## config.mk

```make
export PLATFORM = sky130hd
export DESIGN_NAME = vrg_ramp_source
export DESIGN_NICKNAME = d
export VERILOG_FILES = /design/src/rtl/vrg_pkg.sv /design/src/rtl/vrg_ctrl_encoder.sv /design/src/rtl/vrg_pixel_counter.sv /design/src/rtl/vrg_sequencer.sv /design/src/rtl/vrg_ramp_source.sv
export SDC_FILE = /design/constraint.sdc
export NUM_CORES = 1
export LEC_CHECK = 0
export ABC_CLOCK_PERIOD_IN_PS = 5700
export CAP_MARGIN = 20
export CORE_ASPECT_RATIO = 0.75
export CORE_MARGIN = 4
export CORE_UTILIZATION = 60
export DETAILED_ROUTE_END_ITERATION = 10
export GPL_TIMING_DRIVEN = 0
export PLACE_DENSITY = 0.87
export SETUP_SLACK_MARGIN = 0.3
export SLEW_MARGIN = 0
export SYNTH_ARGS = -nofsm -noshare
export SYNTH_HDL_FRONTEND = slang
export SYNTH_SLANG_ARGS = --single-unit
```

## constraint.sdc

```tcl
create_clock -name clk -period 5.7 [get_ports clk]
set_clock_uncertainty 0.2 [all_clocks]
set_input_delay 1.71 -clock clk [delete_from_list [all_inputs] [get_ports clk]]
set_output_delay 1.71 -clock clk [all_outputs]
set_load 0.02 [all_outputs]
```

## src/rtl/vrg_pkg.sv

```systemverilog
package vrg_pkg;
  // Beats in the control packet: type beat + 4 width + 4 height + 1 interlace
  localparam int CTRL_BEATS = 10;
  localparam logic [3:0] TYPE_CTRL = 4'hF;
  localparam logic [3:0] TYPE_VIDEO = 4'h0;

  typedef enum logic [1:0] {
    PH_IDLE = 2'd0,
    PH_CTRL = 2'd1,
    PH_VID  = 2'd2
  } phase_e;
endpackage

```

## src/rtl/vrg_ctrl_encoder.sv

```systemverilog
module vrg_ctrl_encoder
  import vrg_pkg::*;
#(
  parameter int FRAME_W = 640,
  parameter int FRAME_H = 480,
  parameter logic [3:0] INTERLACE = 4'h0
) (
  input  logic [3:0] idx,
  output logic [3:0] nibble
);
  localparam logic [15:0] W_FIELD = 16'(FRAME_W);
  localparam logic [15:0] H_FIELD = 16'(FRAME_H);
  // payload of beats 1..9, beat 1 in the top nibble
  localparam logic [35:0] PAYLOAD = {W_FIELD, H_FIELD, INTERLACE};

  logic [5:0] bitpos;

  always_comb begin
    bitpos = 6'd0;
    nibble = TYPE_CTRL;
    if (idx != 4'd0 && idx < 4'(CTRL_BEATS)) begin
      bitpos = 6'((4'(CTRL_BEATS - 1) - idx) * 4);
      nibble = PAYLOAD[bitpos +: 4];
    end
  end
endmodule

```

## src/rtl/vrg_pixel_counter.sv

```systemverilog
module vrg_pixel_counter #(
  parameter int FRAME_W = 640,
  parameter int FRAME_H = 480,
  localparam int COL_W = $clog2(FRAME_W + 1),
  localparam int ROW_W = $clog2(FRAME_H + 1)
) (
  input  logic             clk,
  input  logic             rst,
  input  logic             clear,
  input  logic             step,
  output logic [COL_W-1:0] col,
  output logic [ROW_W-1:0] row,
  output logic             last_col,
  output logic             last_row
);
  localparam logic [COL_W-1:0] COL_MAX = COL_W'(FRAME_W);
  localparam logic [ROW_W-1:0] ROW_MAX = ROW_W'(FRAME_H);
  localparam logic [COL_W-1:0] COL_ONE = COL_W'(1);
  localparam logic [ROW_W-1:0] ROW_ONE = ROW_W'(1);

  assign last_col = (col == COL_MAX);
  assign last_row = (row == ROW_MAX);

  always_ff @(posedge clk) begin
    if (rst || clear) begin
      col <= COL_ONE;
      row <= ROW_ONE;
    end else if (step) begin
      if (last_col) begin
        col <= COL_ONE;
        row <= last_row ? ROW_ONE : row + ROW_ONE;
      end else begin
        col <= col + COL_ONE;
      end
    end
  end

  // column stays inside 1..FRAME_W
  p_col_range_r9: assert property (@(posedge clk) disable iff (rst)
    (col != '0) && (col <= COL_MAX));

  // a step inside a row moves exactly one column on
  p_col_advance_r9: assert property (@(posedge clk) disable iff (rst)
    (step && !clear && !last_col) |=> (col == COL_W'($past(col) + 1'b1)));

  // a row wrap returns to column 1
  p_row_wrap_r9: assert property (@(posedge clk) disable iff (rst)
    (step && !clear && last_col) |=> (col == COL_ONE));
endmodule

```

## src/rtl/vrg_sequencer.sv

```systemverilog
module vrg_sequencer
  import vrg_pkg::*;
(
  input  logic       clk,
  input  logic       rst,
  input  logic       start,
  input  logic       ready,
  input  logic       last_pix,
  output phase_e     phase,
  output logic [3:0] ctrl_idx,
  output logic       vid_hdr,
  output logic       adv,
  output logic       pix_step,
  output logic       pix_clear
);
  localparam logic [3:0] CTRL_LAST = 4'(CTRL_BEATS - 1);

  // a beat is issued on every edge where ready is seen and a frame is open
  assign adv       = ready && (phase != PH_IDLE);
  assign pix_clear = (phase == PH_IDLE) && start;
  assign pix_step  = adv && (phase == PH_VID) && !vid_hdr;

  always_ff @(posedge clk) begin
    if (rst) begin
      phase    <= PH_IDLE;
      ctrl_idx <= 4'd0;
      vid_hdr  <= 1'b0;
    end else begin
      unique case (phase)
        PH_IDLE: begin
          if (start) begin
            phase    <= PH_CTRL;
            ctrl_idx <= 4'd0;
          end
        end
        PH_CTRL: begin
          if (adv) begin
            if (ctrl_idx == CTRL_LAST) begin
              phase   <= PH_VID;
              vid_hdr <= 1'b1;
            end else begin
              ctrl_idx <= ctrl_idx + 4'd1;
            end
          end
        end
        PH_VID: begin
          if (adv) begin
            if (vid_hdr) vid_hdr <= 1'b0;
            else if (last_pix) phase <= PH_IDLE;
          end
        end
        default: phase <= PH_IDLE;
      endcase
    end
  end

  // idle holds without a start pulse
  p_idle_hold_r2: assert property (@(posedge clk) disable iff (rst)
    (phase == PH_IDLE && !start) |=> (phase == PH_IDLE));

  // a frame in its video phase never restarts its control packet
  p_no_restart_r3: assert property (@(posedge clk) disable iff (rst)
    (phase == PH_VID) |=> (phase != PH_CTRL));

  // last control beat hands over to the video header
  p_ctrl_to_vid_r8: assert property (@(posedge clk) disable iff (rst)
    (phase == PH_CTRL && ctrl_idx == CTRL_LAST && adv) |=> (phase == PH_VID && vid_hdr));
endmodule

```

## src/rtl/vrg_ramp_source.sv

```systemverilog
module vrg_ramp_source
  import vrg_pkg::*;
#(
  parameter int FRAME_W = 640,
  parameter int FRAME_H = 480,
  parameter int DATA_W = 16,
  parameter logic [3:0] INTERLACE = 4'h0
) (
  input  logic              clk,
  input  logic              rst,
  input  logic              frame_start,
  input  logic              st_ready,
  output logic              st_valid,
  output logic [DATA_W-1:0] st_data,
  output logic              st_sop,
  output logic              st_eop
);
  localparam int COL_W = $clog2(FRAME_W + 1);
  localparam int ROW_W = $clog2(FRAME_H + 1);
  localparam logic [3:0] CTRL_LAST = 4'(CTRL_BEATS - 1);

  phase_e            phase;
  logic [3:0]        ctrl_idx;
  logic              vid_hdr;
  logic              adv;
  logic              pix_step;
  logic              pix_clear;
  logic [COL_W-1:0]  col;
  logic [ROW_W-1:0]  row;
  logic              last_col;
  logic              last_row;
  logic [3:0]        ctrl_nib;
  logic [DATA_W-1:0] nxt_data;
  logic              nxt_sop;
  logic              nxt_eop;

  vrg_sequencer u_seq (
    .clk       (clk),
    .rst       (rst),
    .start     (frame_start),
    .ready     (st_ready),
    .last_pix  (last_col && last_row),
    .phase     (phase),
    .ctrl_idx  (ctrl_idx),
    .vid_hdr   (vid_hdr),
    .adv       (adv),
    .pix_step  (pix_step),
    .pix_clear (pix_clear)
  );

  vrg_pixel_counter #(
    .FRAME_W (FRAME_W),
    .FRAME_H (FRAME_H)
  ) u_pix (
    .clk      (clk),
    .rst      (rst),
    .clear    (pix_clear),
    .step     (pix_step),
    .col      (col),
    .row      (row),
    .last_col (last_col),
    .last_row (last_row)
  );

  vrg_ctrl_encoder #(
    .FRAME_W   (FRAME_W),
    .FRAME_H   (FRAME_H),
    .INTERLACE (INTERLACE)
  ) u_enc (
    .idx    (ctrl_idx),
    .nibble (ctrl_nib)
  );

  // beat selection for the next issued beat
  always_comb begin
    nxt_data = '0;
    nxt_sop  = 1'b0;
    nxt_eop  = 1'b0;
    if (phase == PH_CTRL) begin
      nxt_data = DATA_W'(ctrl_nib);
      nxt_sop  = (ctrl_idx == 4'd0);
      nxt_eop  = (ctrl_idx == CTRL_LAST);
    end else if (phase == PH_VID) begin
      if (vid_hdr) begin
        nxt_data = DATA_W'(TYPE_VIDEO);
        nxt_sop  = 1'b1;
      end else begin
        nxt_data = DATA_W'(col);
        nxt_eop  = last_col && last_row;
      end
    end
  end

  // registered output stage: valid follows the ready seen on this edge
  always_ff @(posedge clk) begin
    if (rst) begin
      st_valid <= 1'b0;
      st_data  <= '0;
      st_sop   <= 1'b0;
      st_eop   <= 1'b0;
    end else begin
      st_valid <= adv;
      if (adv) begin
        st_data <= nxt_data;
        st_sop  <= nxt_sop;
        st_eop  <= nxt_eop;
      end else begin
        st_sop <= 1'b0;
        st_eop <= 1'b0;
      end
    end
  end

  // a beat only follows a cycle with ready high
  p_valid_after_ready_r4: assert property (@(posedge clk) disable iff (rst)
    st_valid |-> $past(st_ready));

  // no packet opens and closes on the same beat
  p_sop_not_eop_r6: assert property (@(posedge clk) disable iff (rst)
    (st_valid && st_sop) |-> !st_eop);

  // framing marks never appear without a beat
  p_marks_need_valid_r1: assert property (@(posedge clk) disable iff (rst)
    !st_valid |-> (!st_sop && !st_eop));
endmodule

```

# After elaboration in Yosys (flattened, before gate mapping)
# Cells that the tools add are included.
# totals
register_bits,45
inputBits,4
out_inout_bits,19
# op_classes
add_sub_neg,4
n_lt_le_gt_ge,1
n_eq_ne,12
shifts,1
mux,27
n_bitwise,1
reduce_logical,19
# op_table
operator,n
two-way mux 10 bit,4
"variable part select 36 x 7 -> 4 bit, first input constant",1
two-way mux 4 bit,4
two-way mux 2 bit,6
"adder 10 x 1 -> 10 bit, second input constant",1
"equality test 10 bit, second input constant",1
"inequality test 2 bit, second input constant",5
"adder 9 x 1 -> 9 bit, second input constant",1
"equality test 9 bit, second input constant",1
two-way mux 1 bit,9
two-way mux 9 bit,1
case mux 4 bit (2 select lines),1
AND reduction 4 bit,2
logical AND 1 bit,6
case mux 2 bit (3 select lines),1
AND reduction 6 bit,1
nonzero test 2 bit,3
"adder 4 x 1 -> 4 bit, second input constant",1
"equality test 4 bit, second input constant",1
zero test 4 bit,1
"less-than comparator 4 bit, second input constant",1
"inequality test 2 x 1 -> 1 bit, second input constant",2
nonzero test 4 bit,1
"subtractor 4 bit, first input constant",1
other kinds (9),9

# Depth between registers and ports, before layout
# depth
ltp_word,6
ltp_mapped,7
ltp_nobuf,6

# Hierarchy
# A second synthesis with hierarchy kept.
# hier_totals
hier_cells,238
area_unflattened_um2,2105.8
# modules_own_cells
mod,n_inst,cells_per_inst,area_per_inst_um2,seq_area_each_um2
vrg_pixel_counter,1,113,974.7,380.4
vrg_ramp_source,1,67,613.1,260.2
vrg_sequencer,1,46,425.4,140.1
vrg_ctrl_encoder,1,12,92.6,0.0

# Worst setup path after synthesis
# OpenSTA, ideal clock, no wires.
# synth_path
path_kind,input to register
from,input port st_ready
to,register u_pix.row[8]
t_arrival_ps,2757
required_time_ps,5430
setup_slack_ps,2673
cell_stages,5
n_path_buf,1
path_cell_list,and4bb_1 > buf_6 > nand4b_4 > or4_1 > a21oi_1
# synth_via
elab_chain_len,4
# synth_rtl
item,line,source
start: declaration,vrg_ramp_source.sv:12,"input logic st_ready,"
logical AND 1 bit,vrg_sequencer.sv:19,assign adv = ready && (phase != PH_IDLE);
logical AND 1 bit (2 in series),vrg_sequencer.sv:21,assign pix_step = adv && (phase == PH_VID) && !vid_hdr;
AND reduction 2 bit (no source line),--,
end signal: assignment,vrg_pixel_counter.sv:31,row <= last_row ? ROW_ONE : row + ROW_ONE;
end: declaration,vrg_pixel_counter.sv:12,"output logic [ROW_W-1:0] row,"
# Every way passes these cells.
# A chain may end at the register's enable or synchronous reset.

# Final worst setup path
# layout_path
from,input port rst
to,register u_pix.col[2]
# layout_via
elab_chain_len,1
# layout_rtl
item,line,source
start: declaration,vrg_ramp_source.sv:10,"input logic rst,"
logical OR 1 bit,vrg_pixel_counter.sv:25,if (rst || clear) begin
end signal: assignment,vrg_pixel_counter.sv:33,col <= col + COL_ONE;
end: declaration,vrg_pixel_counter.sv:11,"output logic [COL_W-1:0] col,"
# Every way passes these cells.

==> results.md <==
* Final Hold Viols at 0
* Comb power frac at 0.077
* Clock buffer count from CTS at 5
* P&R area growth vs syn at 17.1%
* Initial antenna violation count at 0
* Sw frac at 0.224
* Yosys warns at 0
* Filler cells at 240
* Startpoint types: input port
* Max VDD drop at 183 uV
* Mean area per synthesized cell at 8.68 um2
* Largest net degree at the start of global routing at 13
* Die Y at 58.4 um
* Hold Path Class: flip-flop to flip-flop
* # clock sinks at 39
* Rows at 18
* CTS clk-pin slew, worst paths at 0.07 ns
* Number of distinct library cells after synthesis at 47
* GRT overflow at 0
* Total Die Area at 0.00439 mm2
* FF-to-FF Start: u_pix.row[0]
* Vias in the first global route at 1,645
* Switching power at 0.125 mW
* First-pass GRT wire length at 7490 um
* Hold WS at 0.301 ns
* Number of port buffers at 16
* Worst path slowest cell: a21oi_1
* Fin crit share at 0.611
* Sequential cell fraction of total power at 0.498
* Worst slew margin at 0.415
* CTS Hold Bufs at 0
* Clock latency on the worst-skew pair at 0.29 ns
* Antenna cells at 0
* Critical Path Max Stage Delay at 0.53 ns
* PD cells at 235 mW/mm2
* Leakage at 0.883 nW
* Final min period at 3.48 ns
* CTS Buffer Depth at 2
* Maxcap violations at 0
* Slew Limit Fails at 0
* Post-route ant nets at 0
* Setup Viol. Count Final at 0
* Pre-CTS setup slack at 1.93 ns
* Post-Route WL at 4450 um
* Critical Path End Type: flip-flop
* H-tree depth at 2
* Synth Register Bits at 39
* Synth Cell Area at 0.00203 mm2
* CTS Root Cell: clkbuf_8
* Setup TNS at 0 ns
* Routed vias/inst at 5.78
* CP Depth at 5
* CP Launch Point: rst
* Most frequent cells in the layout: dfxtp_1, nor2_1, clkdlybuf4s50_1
* R2R Path End: u_pix.row[6]
* CP Cell Sequence: clkdlybuf4s50_1, clkbuf_1, a21oi_1, nand2_1, nor2_1
* Reg2Reg Depth at 6
* Initial DRC Count at 168
* DP Area at 0.00226 mm2
* Post-route DRC at 0
* Worst EP required at 5.72 ns
* Power Internal at 0.433 mW
* Synth area leaders: dfxtp_1, nor2_1, ha_1
* Die X at 75.2 um
* Clock share of power at 0.425
* Final HPWL DP at 3300 um
* Per-cell routed wire length at 14.7 um
* Slew at the pin with the worst max-slew slack at 0.871 ns
* Post-CTS Setup Repair Bufs at 0
* CTS resizes at 0
* Crit path capture: u_pix.col[2]
* Final instance area at 0.00238 mm2
* Via count at 1,752
* Post-synth top area share at 0.384
* Peak Freq at 287 MHz
* Dpl cells at 295
* Status: complete, no violations
* Sequential share of the synthesized area at 0.384
* Final Power at 0.558 mW
* Area leader, netlist: dfxtp_1
* Worst reg2reg setup slack at 3.45 ns
* Fin cells at 303
* Commonest non-fill, non-tap cell in the layout: dfxtp_1
* Most common flop cell mapped by yosys: dfxtp_1
* CP Max Fanout at 10
* Fraction of registers with async set/reset at 0
* Mapped Cells at 234
* Util after Layout at 0.728
* Worst Path Buf+Inv at 2
* Number of flops mapped to enable cells by yosys at 0
* Setup Crit Path Kind: input port to flip-flop
* Initial core utilization at 0.622
* Core Region at 0.00327 mm2
* RSZ-0062 raised after global routing: no
* Routability cong. at 0.808
* CTS tree: built
* Share of cells above drive strength 1 at 0.0989
* Drt first pass iters at 4
* Worst EP arrival at 3.50 ns
* Total track usage at 0.222
* Top delay family on crit path: buffers and inverters
* # nets final at 275
* IO Pins at 23
* PnR worst setup slack at 2.22 ns
synthesized netlist by cell type, drive strengths merged, types with 2 or more instances:
master,number
a211oi,5
a21oi,14
a22oi,8
a311oi,3
a31o,3
a31oi,3
and2,3
and4,2
buf,13
clkbuf,6
dfxtp,39
ha,9
inv,10
nand2,6
nand3,8
nand4,7
nor2,32
nor2b,3
nor3,7
nor3b,4
nor4b,2
o21a,2
o21ai,14
o31ai,2
or3,3
or4,2
xor2,9
sequential cells by signal (all words and copies together), names as in the netlist:
name and cells:
st_data 10, u_pix.col 10, u_pix.row 9, u_seq.ctrl_idx 4, u_seq.phase 2, st_eop 1, st_sop 1, st_valid 1
u_seq.vid_hdr 1
power by group through the flow:
| stage | Combinational (mW) | Sequential, mW | Clock (mW) |
|---|---|---|---|
| 6_report | 0.0429 | 0.278 | 0.237 |
| 5_1_grt | 0.0466 | 0.278 | 0.253 |
| 4_1_cts | 0.0425 | 0.278 | 0.240 |
| 3_5_place_dp | 0.0423 | 0.284 | 0 |
| 3_3_place_gp | 0.0415 | 0.284 | 0 |
| 2_1_floorplan | 0.0268 | 0.286 | 0 |
layout make-up:
cell class              count  area (um2)  area share
repair buffers             16         160      0.0673
inverters                  10        37.5      0.0158
multi-input cells         171        1110       0.468
well taps                  40        50.0      0.0210
clock buffers               6        82.6      0.0347
plain buffers              19         120      0.0505
flip-flops and latches     39         781       0.328
clock inverters             2        35.0      0.0147
cell families after synthesis:
group / synth area share
flip-flops: 0.384
XOR/XNOR: 0.0431
buffers and inverters: 0.0776
other: 0.00185
AO/OA/AOI/OAI: 0.188
adder cells (fa/ha/maj): 0.0554
multiplexers: 0.00493
AND/OR/NAND/NOR: 0.244
routing by layer:
metal	GRT usage	vias up	routed length, um
met2	0.349	41	2010
li1	-	885	-
met3	0.0461	11	209
met1	0.302	815	2150
met5	0	-	0
met4	0.0823	0	82
tightest hold or removal path: cells and delay by family, from the launching register on:
| kind | cells | cell delay [ns] |
|---|---|---|
| flops | 1 | 0.33 |
| compound gates | 2 | 0.13 |
how the worst min path moves through the flow:
stage / startpoint / to / slack, ns / cells after the start
after floorplan: u_pix.row[7] / u_pix.row[7] / 0.25 / 1
final: u_pix.row[8] / u_pix.row[8] / 0.30 / 2
after global placement: u_pix.row[7] / u_pix.row[7] / 0.27 / 1
after CTS: u_pix.row[8] / u_pix.row[8] / 0.29 / 2
after detailed placement: u_pix.row[8] / u_pix.row[8] / 0.28 / 2
after global routing: u_pix.row[8] / u_pix.row[8] / 0.31 / 2
Power figures use the tool's default switching activity.
